### config.mk
export PLATFORM = sky130hd
export DESIGN_NAME = mac_stat_bank
export DESIGN_NICKNAME = d
export VERILOG_FILES = /design/src/rtl/mac_stat_pkg.sv /design/src/rtl/mac_stat_counter.sv /design/src/rtl/mac_stat_regs.sv /design/src/rtl/mac_stat_bank.sv
export SDC_FILE = /design/constraint.sdc
export NUM_CORES = 1
export LEC_CHECK = 0
export BUFFER_PORTS_ARGS = -buffer_cell sky130_fd_sc_hd__buf_2
export CAP_MARGIN = 0
export CORE_AREA = 4 4 206 208
export CTS_CLUSTER_DIAMETER = 80
export DETAILED_ROUTE_END_ITERATION = 6
export DIE_AREA = 0 0 210 212
export SLEW_MARGIN = 10
export SYNTH_ARGS = -nofsm -noshare
export SYNTH_HDL_FRONTEND = slang
export SYNTH_SLANG_ARGS = --single-unit
export TNS_END_PERCENT = 50
### constraint.sdc
create_clock -name clk -period 3.3 [get_ports clk]
set_clock_uncertainty 0.15 [all_clocks]
set_input_delay 0.99 -clock clk [delete_from_list [all_inputs] [get_ports clk]]
set_output_delay 0.99 -clock clk [all_outputs]
set_load 0.02 [all_outputs]
### src/rtl/mac_stat_pkg.sv
package mac_stat_pkg;
    localparam int NUM_CNT = 5;

    // counter slots (also the order of the counter words in the map)
    localparam int IDX_TX_1COL  = 0;
    localparam int IDX_TX_MCOL  = 1;
    localparam int IDX_TX_GOOD  = 2;
    localparam int IDX_RX_CRC   = 3;
    localparam int IDX_RX_ALIGN = 4;

    // byte offsets
    localparam int unsigned RX_STS_OFS   = 32'h104;
    localparam int unsigned TX_STS_OFS   = 32'h108;
    localparam int unsigned CNT_BASE_OFS = 32'h14C;

    // status bit positions inside the status words
    localparam int TX_GOOD_BIT  = 21;
    localparam int TX_MCOL_BIT  = 15;
    localparam int TX_1COL_BIT  = 14;
    localparam int RX_ALIGN_BIT = 6;
    localparam int RX_CRC_BIT   = 5;
endpackage

### src/rtl/mac_stat_counter.sv
module mac_stat_counter #(
    parameter int CNT_W = 32
) (
    input  logic             clk,
    input  logic             rst_n,
    input  logic             inc_i,
    input  logic             clr_i,
    output logic [CNT_W-1:0] cnt_o,
    output logic             sts_o
);
    localparam logic [CNT_W-1:0] HALF_M1 = {1'b0, {(CNT_W-1){1'b1}}};
    localparam logic [CNT_W-1:0] ONE     = {{(CNT_W-1){1'b0}}, 1'b1};

    typedef struct packed {
        logic [CNT_W-1:0] cnt;
        logic             sts;
    } cnt_st_t;

    cnt_st_t s_d, s_q;
    logic    hit_half;

    always_comb begin
        s_d      = s_q;
        hit_half = inc_i && (s_q.cnt == HALF_M1);
        if (inc_i) begin
            s_d.cnt = s_q.cnt + ONE;
        end
        if (hit_half) begin
            s_d.sts = 1'b1;
        end else if (clr_i) begin
            s_d.sts = 1'b0;
        end
    end

    always_ff @(posedge clk) begin
        if (!rst_n) begin
            s_q <= '0;
        end else begin
            s_q <= s_d;
        end
    end

    assign cnt_o = s_q.cnt;
    assign sts_o = s_q.sts;

    // a status bit only rises together with the counter MSB
    a_r4_set_with_msb: assert property (@(posedge clk) disable iff (!rst_n)
        $rose(s_q.sts) |-> $rose(s_q.cnt[CNT_W-1]));

    // when the MSB turns on, the status bit is 1 whatever the read did
    a_r7_set_beats_clear: assert property (@(posedge clk) disable iff (!rst_n)
        $rose(s_q.cnt[CNT_W-1]) |-> s_q.sts);

    // a wrap never raises the status bit
    a_r8_wrap_silent: assert property (@(posedge clk) disable iff (!rst_n)
        $fell(s_q.cnt[CNT_W-1]) |-> !$rose(s_q.sts));

    // no event, no change
    a_r9_hold_idle: assert property (@(posedge clk) disable iff (!rst_n)
        !inc_i |=> $stable(s_q.cnt));
endmodule

### src/rtl/mac_stat_regs.sv
module mac_stat_regs
    import mac_stat_pkg::*;
#(
    parameter int CNT_W  = 32,
    parameter int ADDR_W = 12
) (
    input  logic                     clk,
    input  logic                     rst_n,
    input  logic                     rd_en_i,
    input  logic [ADDR_W-1:0]        rd_addr_i,
    input  logic [3:0]               rd_be_i,
    input  logic [NUM_CNT*CNT_W-1:0] cnt_i,
    input  logic [NUM_CNT-1:0]       sts_i,
    output logic [NUM_CNT-1:0]       clr_o,
    output logic [31:0]              rd_data_o
);
    typedef struct packed {
        logic [31:0] rdata;
    } rd_st_t;

    rd_st_t             r_d, r_q;
    logic [NUM_CNT-1:0] sel;
    logic [31:0]        tx_word, rx_word, word, lane_mask;

    for (genvar i = 0; i < NUM_CNT; i++) begin : g_sel
        assign sel[i] = (rd_addr_i == ADDR_W'(CNT_BASE_OFS + 4 * i));
    end

    assign clr_o = sel & {NUM_CNT{rd_en_i & rd_be_i[0]}};

    always_comb begin
        tx_word = '0;
        rx_word = '0;
        tx_word[TX_GOOD_BIT]  = sts_i[IDX_TX_GOOD];
        tx_word[TX_MCOL_BIT]  = sts_i[IDX_TX_MCOL];
        tx_word[TX_1COL_BIT]  = sts_i[IDX_TX_1COL];
        rx_word[RX_ALIGN_BIT] = sts_i[IDX_RX_ALIGN];
        rx_word[RX_CRC_BIT]   = sts_i[IDX_RX_CRC];
    end

    always_comb begin
        for (int b = 0; b < 4; b++) begin
            lane_mask[8*b +: 8] = {8{rd_be_i[b]}};
        end
    end

    always_comb begin
        r_d  = '0;
        word = '0;
        if (rd_addr_i == ADDR_W'(RX_STS_OFS)) begin
            word = rx_word;
        end else if (rd_addr_i == ADDR_W'(TX_STS_OFS)) begin
            word = tx_word;
        end
        for (int i = 0; i < NUM_CNT; i++) begin
            if (sel[i]) begin
                word = 32'(cnt_i[i*CNT_W +: CNT_W]);
            end
        end
        if (rd_en_i) begin
            r_d.rdata = word & lane_mask;
        end
    end

    always_ff @(posedge clk) begin
        if (!rst_n) begin
            r_q <= '0;
        end else begin
            r_q <= r_d;
        end
    end

    assign rd_data_o = r_q.rdata;

    // no clear without byte lane 0 on a read
    a_r6_clear_needs_lane0: assert property (@(posedge clk) disable iff (!rst_n)
        !(rd_en_i && rd_be_i[0]) |-> (clr_o == '0));

    // idle cycles return zero on the next cycle
    a_r11_idle_zero: assert property (@(posedge clk) disable iff (!rst_n)
        !rd_en_i |=> (rd_data_o == 32'h0));
endmodule

### src/rtl/mac_stat_bank.sv
module mac_stat_bank
    import mac_stat_pkg::*;
#(
    parameter int CNT_W  = 32,
    parameter int ADDR_W = 12
) (
    input  logic              clk,
    input  logic              rst_n,
    input  logic              ev_tx_good,
    input  logic              ev_tx_1col,
    input  logic              ev_tx_mcol,
    input  logic              ev_rx_crc,
    input  logic              ev_rx_align,
    input  logic              rd_en,
    input  logic [ADDR_W-1:0] rd_addr,
    input  logic [3:0]        rd_be,
    output logic [31:0]       rd_data,
    output logic              irq
);
    typedef struct packed {
        logic irq;
    } top_st_t;

    top_st_t                  t_d, t_q;
    logic [NUM_CNT-1:0]       inc, clr, sts;
    logic [NUM_CNT*CNT_W-1:0] cnt_flat;

    always_comb begin
        inc               = '0;
        inc[IDX_TX_1COL]  = ev_tx_1col;
        inc[IDX_TX_MCOL]  = ev_tx_mcol;
        inc[IDX_TX_GOOD]  = ev_tx_good;
        inc[IDX_RX_CRC]   = ev_rx_crc;
        inc[IDX_RX_ALIGN] = ev_rx_align;
    end

    for (genvar i = 0; i < NUM_CNT; i++) begin : g_cnt
        mac_stat_counter #(.CNT_W(CNT_W)) u_cnt (
            .clk   (clk),
            .rst_n (rst_n),
            .inc_i (inc[i]),
            .clr_i (clr[i]),
            .cnt_o (cnt_flat[i*CNT_W +: CNT_W]),
            .sts_o (sts[i])
        );
    end

    mac_stat_regs #(.CNT_W(CNT_W), .ADDR_W(ADDR_W)) u_regs (
        .clk       (clk),
        .rst_n     (rst_n),
        .rd_en_i   (rd_en),
        .rd_addr_i (rd_addr),
        .rd_be_i   (rd_be),
        .cnt_i     (cnt_flat),
        .sts_i     (sts),
        .clr_o     (clr),
        .rd_data_o (rd_data)
    );

    always_comb begin
        t_d     = t_q;
        t_d.irq = |sts;
    end

    always_ff @(posedge clk) begin
        if (!rst_n) begin
            t_q <= '0;
        end else begin
            t_q <= t_d;
        end
    end

    assign irq = t_q.irq;

    // interrupt follows the status OR one cycle later
    a_r10_irq_rise: assert property (@(posedge clk) disable iff (!rst_n)
        (|sts) |=> irq);
    a_r10_irq_fall: assert property (@(posedge clk) disable iff (!rst_n)
        !(|sts) |=> !irq);

    // a status-word read changes no status bit
    a_r5_status_read_keeps: assert property (@(posedge clk) disable iff (!rst_n)
        (rd_en && (rd_addr == ADDR_W'(RX_STS_OFS) || rd_addr == ADDR_W'(TX_STS_OFS))
         && !(|inc)) |=> $stable(sts));
endmodule

==> impl_metrics.csv <==
group,metric,value,unit
clock_network,clk_pin_slew,0.08,ns
worst_setup_path,critPathRequiredTime,3.47,ns
power_and_ir_drop,p_total,4.70,mW
cells_and_area,mostFrequentLayoutCells,"198 x dfxtp_1, 118 x a21oi_1, 98 x nand2_1, 68 x nand3_1",
power_and_ir_drop,vdd_drop_max,0.293,mV
drt,num_vias,9551,
sta,setup_viol,0,
sta,final_hold_viol_count,0,
worst_setup_path,start_kind,"primary input",
synth,synth_edf_count,0,
grt,antenna_found_initial,0,
worst_hold_path,hp-class,"reg -> reg",
sta,maxSlewHeadroom,0.517,
worst_setup_path,crit_type,"in -> reg",
sta,tightestPinTransition,0.725,ns
drt,firstDrtPassIters,7,
grt,grt_max_degree,146,
synth,yosys_warnings,0,
drt,wl,31400,microns
placed_design,postPlaceCellArea,0.0109,sq mm
clock_network,clockBufferDepth,2,
sta,drv_slew,0,
synth,synth_cell_types,49,
clock_network,cts_tree,"yes",
worst_setup_path,cp_slowest_stage_delay,0.65,ns
clock_network,cts-root-buf,"clkbuf_16",
drt,detail-route-antenna-nets,0,
worst_setup_path,worst_path_max_delay_cell,"or4_1",
clock_network,cts_buffers,17,
sta,rsz0062_at_grt,"false",
synth,async_flop_share,0,
synth,yosys.area.top_type,"dfxtp_1",
cells_and_area,final_common_cell,"dfxtp_1",
cells_and_area,stdcell_area,0.0115,sq mm
floorplanning,ios,57,
drt,avgViaCountPerCell,5.37,
grt,grt_pass1_wl,49000,microns
sta,tns,0,ns
worst_setup_path,cp-end-kind,"register",
sta,fmax,383,MHz
sta,finalCritPeriodShare,0.791,
cells_and_area,drive_gt1_frac,0.103,
drt,drt-wirelength-per-cell,17.6,microns
power_and_ir_drop,powerDensity,409,mW/mm^2
sta,holdWs,0.331,ns
grt,grt_pass1_vias,8478,
synth,ys_top_cells_by_area,"dfxtp_1 39%, a21oi_1 5.9%, or4_1 4.5%",
synth,synth_top_area_share,0.394,
clock_network,cts.hold.buffers_added,0,
worst_setup_path,worstPathArrival,2.78,ns
synth,syn_inst,1222,
clock_network,cts_max_level,4,
worst_setup_path,cp_max_fo,15,
drt,drt_iter0_drc,859,
floorplanning,die_w,210,microns
synth,ys.flop_type,"dfxtp_1",
run,maxCapViolations,0,
cells_and_area,nets,1261,
floorplanning,fp.dieH,212,microns
floorplanning,start_util,0.248,
run_status,outcome,"complete, no violations",
power_and_ir_drop,p_leak,3.42,nW
synth,syn_area_per_cell,8.23,sq um
grt,grtUsageTotal,0.137,
worst_setup_path,crit_chain,"buf_2 -> or4_1 -> or4_1 -> buf_4 -> o21ai_0 -> a21oi_1",
floorplanning,rows,74,
synth,synth_seq_cells,198,
floorplanning,die_area,0.0445,sq mm
clock_network,cts_sinks,198,
clock_network,post-cts-setup-buffers,0,
placed_design,gp_congestion,0.876,
synth,synthesis.area,0.0101,sq mm
worst_setup_path,crit_top_cell,"or4_1",
placed_design,place_hpwl,23200,microns
cells_and_area,finalCoreUtilization,0.283,
placed_design,port_buffers,56,
floorplanning,core-area,0.0406,sq mm
cells_and_area,syn_to_final_growth,14.1,%
clock_network,cts_resized,0,
grt,grt_overflow,0,
sta,layout_min_cycle_time,2.61,ns
clock_network,insertion_delay,0.44,ns
drt,drc,0,
synth,synth_nets,1251,
synth,ys_seq_area_frac,0.394,
-- critical path, delay by kind of cell --
family                 cells  cell delay [ns]
AND/OR/NAND/NOR            2             1.24
buffers and inverters      2             0.30
AO/OA/AOI/OAI              2             0.23
-- flip-flops by register name (all words and copies together) (netlist names) --
register / cells
g_cnt.u_cnt.sts_o: 5
u_regs.rd_data_o: 32
g_cnt.u_cnt.cnt_o: 160
irq: 1
-- layer usage --
| metal | share of wire | GRT usage | vias up |
|---|---|---|---|
| li1 | - | - | 4592 |
| met1 | 0.48 | 0.200 | 4631 |
| met2 | 0.44 | 0.211 | 295 |
| met3 | 0.058 | 0.0192 | 33 |
| met4 | 0.022 | 0.0432 | 0 |
| met5 | 0 | 0 | - |
-- Yosys cell counts (29+ instances only) --
library cell  instances
nor2b_1              29
clkbuf_1             78
nand3_1              68
dfxtp_1             198
a21oi_1             118
or3_1                30
xor2_1               30
o21ai_0              62
or4_1                60
nand4_1              51
nor2_1               62
o31ai_1              54
nand2_1              98
-- worst paths after layout --
| path | from | endpoint | slack (ns) | cells after the start |
|---|---|---|---|---|
| worst max register to register | g_cnt[4].u_cnt.cnt_o[16]$_SDFFE_PN0P_ | g_cnt[4].u_cnt.cnt_o[25]$_SDFFE_PN0P_ | 0.87 | 4 |
| worst min register to register | g_cnt[4].u_cnt.cnt_o[31]$_SDFFE_PN0P_ | g_cnt[4].u_cnt.cnt_o[31]$_SDFFE_PN0P_ | 0.33 | 2 |
| worst min-delay path | g_cnt[4].u_cnt.cnt_o[31]$_SDFFE_PN0P_ | g_cnt[4].u_cnt.cnt_o[31]$_SDFFE_PN0P_ | 0.33 | 2 |
| worst max-delay path | rd_addr[11] | u_regs.rd_data_o[16]$_SDFF_PN0_ | 0.69 | 6 |
-- logic make-up (layout without fill, tap and decap cells) --
group,count (synthesis),count (layout),share of synthesized area
other,0,2,0
muxes,29,29,0.0293
buffers and inverters,114,137,0.0439
adders and majority gates,5,5,0.00622
DFF,198,198,0.394
xor gates and xnor gates,55,55,0.0479
AOI/OAI and AO/OA,314,314,0.194
and+or+nand+nor,507,507,0.284
-- where the power goes --
group          total, mW  leakage (nW)  internal, mW  switching, mW
registers           2.42          1.60          2.40         0.0170
logic              0.189          1.54        0.0606          0.128
clock network       2.09         0.284          1.02           1.07
total               4.70          3.42          3.48           1.21
-- through the flow --
stage               setup slack [ns]  instances
global placement               0.291       1745
detailed placement             0.248       1745
global route                   0.576       1777
floorplan                      0.451       1222
CTS                            0.708       1777
finish                         0.689       1779
-- cell type report --
type                            count  area [sq um]
Antenna cell                        2          5.00
Clock inverter                     14           156
Sequential cell                   198          3960
Inverter                           21          81.3
Fill cell                        4402         29100
Tap cell                          532           666
Multi-Input combinational cell    910          5680
Clock buffer                       18           429
Timing Repair Buffer               84           503
No activity file was read; power rests on OpenSTA's default activity.
